### src/rtl/reg_bus_proxy.sv
module reg_bus_proxy #(
  parameter logic [31:0] LOCK_KEY = 32'h0000_0420
) (
  input  logic        clk,
  input  logic        rst_n,
  input  logic        reg_valid,
  output logic        reg_ready,
  input  logic        reg_write,
  input  logic [3:0]  reg_addr,
  input  logic [31:0] reg_wdata,
  output logic [31:0] reg_rdata,
  output logic        m_req_valid,
  input  logic        m_req_ready,
  output logic        m_write,
  output logic [31:0] m_addr,
  output logic [31:0] m_wdata,
  output logic [3:0]  m_strb,
  output logic [5:0]  m_id,
  output logic        m_nonsec,
  output logic        m_alt,
  output logic [8:0]  m_info,
  input  logic        m_rsp_valid,
  input  logic [31:0] m_rdata
);
  localparam logic [1:0] S_IDLE = 2'd0, S_REQ = 2'd1, S_RSP = 2'd2;
  localparam logic [1:0] O_ADDR = 2'd0, O_DATA = 2'd1, O_CTRL = 2'd2, O_LOCK = 2'd3;

  logic [31:0] addr_q, data_q;
  logic [30:0] ctrl_q;
  logic        lock_q;
  logic [1:0]  st_q;

  wire [1:0] sel    = reg_addr[3:2];
  wire       wr     = reg_valid && reg_write;
  wire       busy   = st_q != S_IDLE;
  wire       wr_ok  = wr && !busy;
  wire       launch = wr_ok && sel == O_CTRL && !(lock_q && !reg_wdata[0]);

  always_ff @(posedge clk) begin
    if (!rst_n) begin
      addr_q <= '0;
      data_q <= '0;
      ctrl_q <= '0;
      lock_q <= 1'b0;
      st_q   <= S_IDLE;
    end else begin
      if (wr_ok && sel == O_ADDR) addr_q <= reg_wdata;
      if (wr_ok && sel == O_DATA) data_q <= reg_wdata;
      if (wr_ok && sel == O_CTRL) ctrl_q <= reg_wdata[30:0];
      if (wr && sel == O_LOCK && reg_wdata == LOCK_KEY) lock_q <= 1'b1;
      case (st_q)
        S_IDLE: if (launch) st_q <= S_REQ;
        S_REQ:  if (m_req_ready) st_q <= S_RSP;
        S_RSP:  if (m_rsp_valid) begin
          st_q <= S_IDLE;
          if (!ctrl_q[0]) data_q <= m_rdata;
        end
        default: st_q <= S_IDLE;
      endcase
    end
  end

  always_comb begin
    case (sel)
      O_ADDR:  reg_rdata = addr_q;
      O_DATA:  reg_rdata = data_q;
      O_CTRL:  reg_rdata = {1'b0, ctrl_q};
      default: reg_rdata = {31'b0, lock_q};
    endcase
  end

  assign reg_ready   = 1'b1;
  assign m_req_valid = st_q == S_REQ;
  assign m_write     = ctrl_q[0];
  assign m_alt       = ctrl_q[2:1] == 2'd1;
  assign m_nonsec    = ctrl_q[2:1] == 2'd2;
  assign m_strb      = ctrl_q[6:3];
  assign m_info      = ctrl_q[15:7];
  assign m_id        = ctrl_q[30:25];
  assign m_addr      = addr_q;
  assign m_wdata     = data_q;
endmodule


### config.mk
export PLATFORM = sky130hd
export DESIGN_NAME = reg_bus_proxy
export DESIGN_NICKNAME = d
export VERILOG_FILES = /design/src/rtl/reg_bus_proxy.sv
export SDC_FILE = /design/constraint.sdc
export NUM_CORES = 1
export LEC_CHECK = 0
export ABC_AREA = 1
export CORE_MARGIN = 5
export CORE_UTILIZATION = 29
export DETAILED_ROUTE_END_ITERATION = 16
export PLACE_DENSITY = 0.62
export SLEW_MARGIN = 20
export SYNTH_ARGS = -nofsm -noshare
export SYNTH_HDL_FRONTEND = slang
export SYNTH_SLANG_ARGS = --single-unit
### constraint.sdc
create_clock -name clk -period 1.9 [get_ports clk]
set_clock_uncertainty 0.15 [all_clocks]
set_input_delay 0.475 -clock clk [delete_from_list [all_inputs] [get_ports clk]]
set_output_delay 0.475 -clock clk [all_outputs]
set_load 0.05 [all_outputs]
* Word-level counts from Yosys, hierarchy flattened *
Index checks and enable logic that the tools add are counted.

cells by class
  equal/unequal tests = 11
  muxes and demuxes = 9
  reductions and logical operators = 16

operators by type and width
  kind                    count
  $mux W32                4
  $pmux W32 S3            1
  $eq A32 B11 Y1 const B  1
  $logic_and A1 B1 Y1     9
  $eq A2 B2 Y1 const B    4
  $eq A2 B1 Y1 const B    3
  $mux W2                 3
  $pmux W2 S3             1
  $logic_not A2 Y1        2
  $ne A2 B2 Y1 const B    2
  $logic_not A1 Y1        3
  $reduce_and A3 Y1       1
  $ne A2 B1 Y1 const B    1
  $reduce_bool A2 Y1      1

word-level totals
  flip-flop bits (word level) = 98
  input bits = 74
  output and inout port bits = 120
  word-level logic and storage cells = 41

* Logic depth before layout (Yosys ltp) *
Gate-level depths: netlist of run 1.

  depth in word-level cells = 8
  depth in mapped cells = 8
  gate-level depth less buffers = 7

* Worst setup path before layout of run 1 *
No wires, ideal clock.

  path kind = input-to-output
  start = in reg_addr[3]
  end = out reg_rdata[22]
  data arrival time = 1775 ps
  required time = 1275 ps
  slack = -500 ps
  cell stages on the path = 4
  path buffers = 1
  path through = nor2_1 -> inv_2 -> clkbuf_1 -> o221ai_1

on the way
  word-level cells in the longest chain between the ends = 2
  elaborated cells between the ends (all ways) = 4
  those cells by class = 2 x eq/ne; 1 x mux; 1 x reduce/logical

ends and longest elaborated chain
  what                                  RTL line  source
  start: declaration                    9         input logic [3:0] reg_addr,
  $eq A2 B2 Y1 (tied with other cells)  64        case (sel)
  $pmux W32 S3 *                        64
  end: declaration                      11        output logic [31:0] reg_rdata,

Every way passes the cells marked *; elsewhere a longest branch is shown, timed or not.

* Worst setup path after layout of run 1 *
  start = in reg_addr[3]
  end = out reg_rdata[2]

Same word-level chain as after synthesis.

==> results.yml, run 1 <==
routing:
  ant_nets: 0
  wire_per_inst_um: 16.2
  drc_errors: 0
  dr.pass1.iters: 4
  wl_um: 17500
  drtIter0Drc: 183
  detail_route.vias_per_cell: 4.56
  vias: 4935
clock_network:
  cts_buffers: 9
  cts_tree: "yes"
  clock_sinks: 98
  htree_levels: 3
  clk_latency_ps: 340
  clkTransAtPathRegs_ps: 60
  ctsHoldBuffers: 0
  cts-root-buf: "clkbuf_16"
  cts_max_path_buffers: 2
timing:
  grt_setup_unrepaired: "yes"
  fmax_ghz: 0.484
  setup_slack_ps: -164
  finalHoldViolations: 0
  final-setup-viol-count: 32
  setup_tns_ps: -3990
  fin_crit_sh_pct: 109
  slew_violations: 0
  fin_crit_ps: 2060
floorplan:
  core_um2: 16000
  dieArea_um2: 19100
  die_w_um: 138
  die_h_um: 138
  num_rows: 46
  start_util_pct: 29.8
  ioPinCount: 194
global_route:
  grt_max_degree: 61
  grt_pass1_vias: 4839
  grt_usage_pct: 18.0
  gr-total-overflow: 0
  grt_pass1_wl_um: 27600
  antenna_found_initial: 0
layout:
  regArea_um2: 1960
  multi_input_area_um2: 2580
  area_delta_synth_final_pct: 79.7
  nets: 935
  fillCellCount: 1569
  drive_gt1_share_pct: 29.8
  diodes: 0
synthesis:
  synthAdderAreaFrac_pct: 0
  synth_enable_flop_cells: 0
  syn_inst: 667
  synth_common_cells: "inv_1, dfxtp_1, o21ai_1"
  yosys_register_bits: 98
  synth_simple_gate_area_share_pct: 9.75
  synth_compound_area_share_pct: 31.1
  ys_top_cells_by_area: "dfxtp_1, inv_1, o21ai_1"
  synth_fp_nets: 741
  synth_top_family_by_area: "compound AO/OA/AOI/OAI gates"
  ys_seq_area_share_pct: 41.2
  ys_types: 22
  synth_area_leader_cell: "dfxtp_1"
  yosys_warnings: 0
  synth_xor_area_share_pct: 0
  synth-async-reset-ratio_pct: 0
  synth.avg_cell_area_um2: 7.14
  netlist.area_leader.share_pct: 41.2
  synth_area_um2: 4760
  ys.flop_type: "dfxtp_1"
  yosysMostFrequentCell: "inv_1"
  synthMuxAreaShare_pct: 0
placement:
  place.gp.congestion: 0.766
  numPortBuffers: 190
  dpl_worst_slack_ps: -642
  dp_hpwl_um: 12900
worst_setup_path:
  arrival_ps: 1440
  cp.required_ps: 1270
  endpoint_kind: "output pin"
  startpoint_type: "input pin"
  cp_max_fo: 7
  crit_type: "input pin to output pin"
run_status:
  outcome: "finished, violations left"
  violations: "setup timing"
worst_hold_path:
  hp-class: "register to register"
power_and_ir_drop:
  power_density_nw_per_um2: 627
  vdd_drop_max_uv: 515
  p_leak_uw: 0.00373
run:
  maxCapViolations: 0
[layer usage]
metal | global-route usage, % | wire length, um
met2 | 28.6 | 8080
met1 | 23.8 | 7930
met3 | 5.14 | 1190
met4 | 5.56 | 302
met5 | 0 | 0
[per-stage QoR]
step,cells,hold WS [ps],cell area (um^2),power (uW),util (%)
final,1082,351,8560,5360,53.5
after global routing,1082,370,8560,5590,53.5
after CTS,1082,352,8520,5430,53.3
after detailed placement,1059,341,8000,3430,50.0
after global placement,1059,340,8000,3430,50.0
after floorplan,667,316,5380,2890,-
[kinds of logic after synthesis]
| kind of cell | Yosys count |
|---|---|
| buffers and inverters | 200 |
| other | 1 |
| and+or+nand+nor | 111 |
| AOI/OAI and AO/OA | 257 |
| DFF | 98 |
[registers in the layout, summed over array words and instances (netlist names)]
signal / cells
m_wdata: 32
m_addr: 32
ctrl_q: 31
lock_q: 1
st_q: 2
[area by class of cell]
type / count / area share, %
Tap cell: 216 / 3.16
Multi-Input combinational cell: 369 / 30.2
Inverter: 137 / 6.07
Sequential cell: 98 / 22.9
Timing Repair Buffer: 246 / 34.0
Clock buffer: 11 / 2.95
Clock inverter: 5 / 0.731
[power breakdown]
group          leakage (uW)  total (uW)  internal (uW)  switching (uW)
combinational       0.00278        1270            552             718
sequential         0.000795        2170           2120            47.3
clock              0.000148        1920           1100             827
total               0.00373        5360           3770            1590
[final timing paths]
kind | from | end | slack (ps) | cells after the start
worst max-delay path | reg_addr[3] | reg_rdata[2] | -160 | 6
worst min-delay path | m_addr[0] | m_addr[0] | 350 | 2
worst max register to register | st_q[1] | m_wdata[2] | 360 | 7
worst min register to register | m_addr[0] | m_addr[0] | 350 | 2
[worst max-delay path, cell delays in order]
cell and delay (ps):
buf_12 110, nor2_4 130, clkinv_4 150, buf_12 190
o221ai_4 200, buf_12 170
[repair_timing]
action,CTS,global route
setup endpoints to repair,64,32
endpoints found under the hold margin,0,0
cloned,3,1
pin swaps,6,6
resized for setup,32,14
setup buffers,4,1
[cells in the final DEF, fill, tap and decap left out, drive strengths merged]
master	instances
clkinv	3
nand3	9
nand2	74
clkinvlp	2
clkbuf	12
buf	177
nand4	1
o21ai	128
o21bai	32
a21oi	66
conb	1
inv	136
nor2	26
dfxtp	98
clkdlybuf4s50	68
bufinv	1
o2111ai	1
nor3	1
o221ai	30
(Power assumes the default switching activity.)
==> run 2, diff against run 1 <==
==> constraint.sdc (replaced) <==
create_clock -name clk -period 2.54 [get_ports clk]
set_clock_uncertainty 0.15 [all_clocks]
set_input_delay 0.635 -clock clk [delete_from_list [all_inputs] [get_ports clk]]
set_output_delay 0.635 -clock clk [all_outputs]
set_load 0.05 [all_outputs]
==> results.yml, run 2 (same netlist as run 1, synthesis figures left out) <==
clock_network:
  cts_max_path_buffers: 2
  clk_latency_ps: 340
  clkTransAtPathRegs_ps: 70
  cts_buffers: 9
  clock_sinks: 98
  htree_levels: 3
  cts-root-buf: "clkbuf_16"
  cts_tree: "yes"
timing:
  relSlewSlack_pct: 60.3
  setup_tns_ps: 0
  final-setup-viol-count: 0
  hold_slack_ps: 311
  worstMarginPinSlew_ps: 593
  fin_crit_sh_pct: 96.4
  fin_crit_ps: 2450
  setup_slack_ps: 91.1
  finalHoldViolations: 0
  slew_violations: 0
  grt_setup_unrepaired: "no"
  fmax_ghz: 0.408
floorplan:
  start_util_pct: 29.8
  dieArea_um2: 19100
  die_w_um: 138
  core_um2: 16000
  num_rows: 46
  die_h_um: 138
  ioPinCount: 194
run:
  maxCapViolations: 0
power_and_ir_drop:
  power_frac_clock_pct: 37.7
  p_switching_uw: 1120
  vdd_drop_max_uv: 276
  power_frac_seq_pct: 41.0
  switching_share_pct: 28.4
  power_density_nw_per_um2: 503
  p_leak_uw: 0.00323
  pwr-share-comb_pct: 21.3
  power.internal_uw: 2830
routing:
  top_layer_used: "met4"
  dr.pass1.iters: 4
  ant_nets: 0
  met2WireLength_um: 7840
  wire_per_inst_um: 16.0
  vias: 4843
  wl_um: 16800
  wl_met1_um: 7490
  drtIter0Drc: 221
  detail_route.vias_per_cell: 4.60
  wl_met3_um: 1110
  drc_errors: 0
global_route:
  grt_pass1_wl_um: 27400
  grt_usage_pct: 17.5
  grt_max_degree: 40
  gr-total-overflow: 0
  antenna_found_initial: 0
  grt_pass1_vias: 4873
placement:
  dpl_worst_slack_ps: -358
  dp_cells: 1034
  dp_hpwl_um: 12200
  place.gp.congestion: 0.828
  numPortBuffers: 190
layout:
  nets: 905
  drive_gt1_share_pct: 14.6
  diodes: 0
  final_common_cell: "clkdlybuf4s50_1"
  fin_util_pct: 49.0
  layout_common_cells: "clkdlybuf4s50_1, inv_1, dfxtp_1, o21ai_1, nand2_1"
  final_cells: 1052
  area_delta_synth_final_pct: 64.7
worst_setup_path:
  cp.required_ps: 1750
  arrival_ps: 1660
  startpoint_type: "register"
  cpMaxStageDelayCell: "clkdlybuf4s50_1"
  endpoint_kind: "output pin"
  cp_max_fo: 3
  critPathMaxStageDelay_ps: 810
  crit_chain: "inv_1, nor2_1, clkdlybuf4s50_1"
  crit_type: "register to output pin"
run_status:
  outcome: "completed"
worst_hold_path:
  hp-class: "register to register"
## run 2: what timing repair did
| item | in CTS | in global routing |
|---|---|---|
| pin swaps | 1 | 1 |
| hold buffers | 0 | 0 |
| buffers inserted | 2 | 0 |
| endpoints found under the setup margin | 32 | 31 |
| resized for setup | 37 | 9 |
| endpoints found under the hold margin | 0 | 0 |
## run 2: layout make-up
class | count | area (um^2)
fillers | 1602 | 8150
repair buffers | 216 | 2590
multi-input cells | 369 | 2190
flip-flops and latches | 98 | 1960
inverters | 137 | 514
well taps | 216 | 270
clock buffers | 11 | 243
clock inverters | 5 | 77.6
## run 2: final timing paths
check | slack [ps] | cells past startpoint | end | startpoint
worst max-delay path | 90 | 3 | m_nonsec | ctrl_q[2]
worst min-delay path | 310 | 2 | m_addr[0] | m_addr[0]
worst max register to register | 910 | 7 | m_wdata[0] | st_q[1]
worst min register to register | 310 | 2 | m_addr[0] | m_addr[0]
## run 2: metrics by stage
step / instance area, um^2 / power, uW
3_3_place_gp: 7230 / 2450
3_5_place_dp: 7230 / 2460
6_report: 7850 / 3950
2_1_floorplan: 4760 / 2080
5_1_grt: 7850 / 4110
4_1_cts: 7800 / 3990
## run 2: power groups by stage
stage,clock network [uW],registers [uW],logic (uW)
floorplan,0,1760,320
global placement,0,1650,802
detailed placement,0,1650,806
CTS,1530,1620,841
global route,1590,1620,897
finish,1490,1620,842
## run 2: metal layers
metal  up-vias  global-route usage, %
li1       2494                      -
met1      2185                   22.1
met2       145                   28.7
met3        19                   5.07
met4         0                   6.19
met5         -                      0
## run 2: critical path: cells and delay by family (launching register included)
| kind | cells | cell delay [ps] |
|---|---|---|
| buffers and inverters | 2 | 900 |
| flip-flops | 1 | 330 |
| AND/OR/NAND/NOR | 1 | 90 |
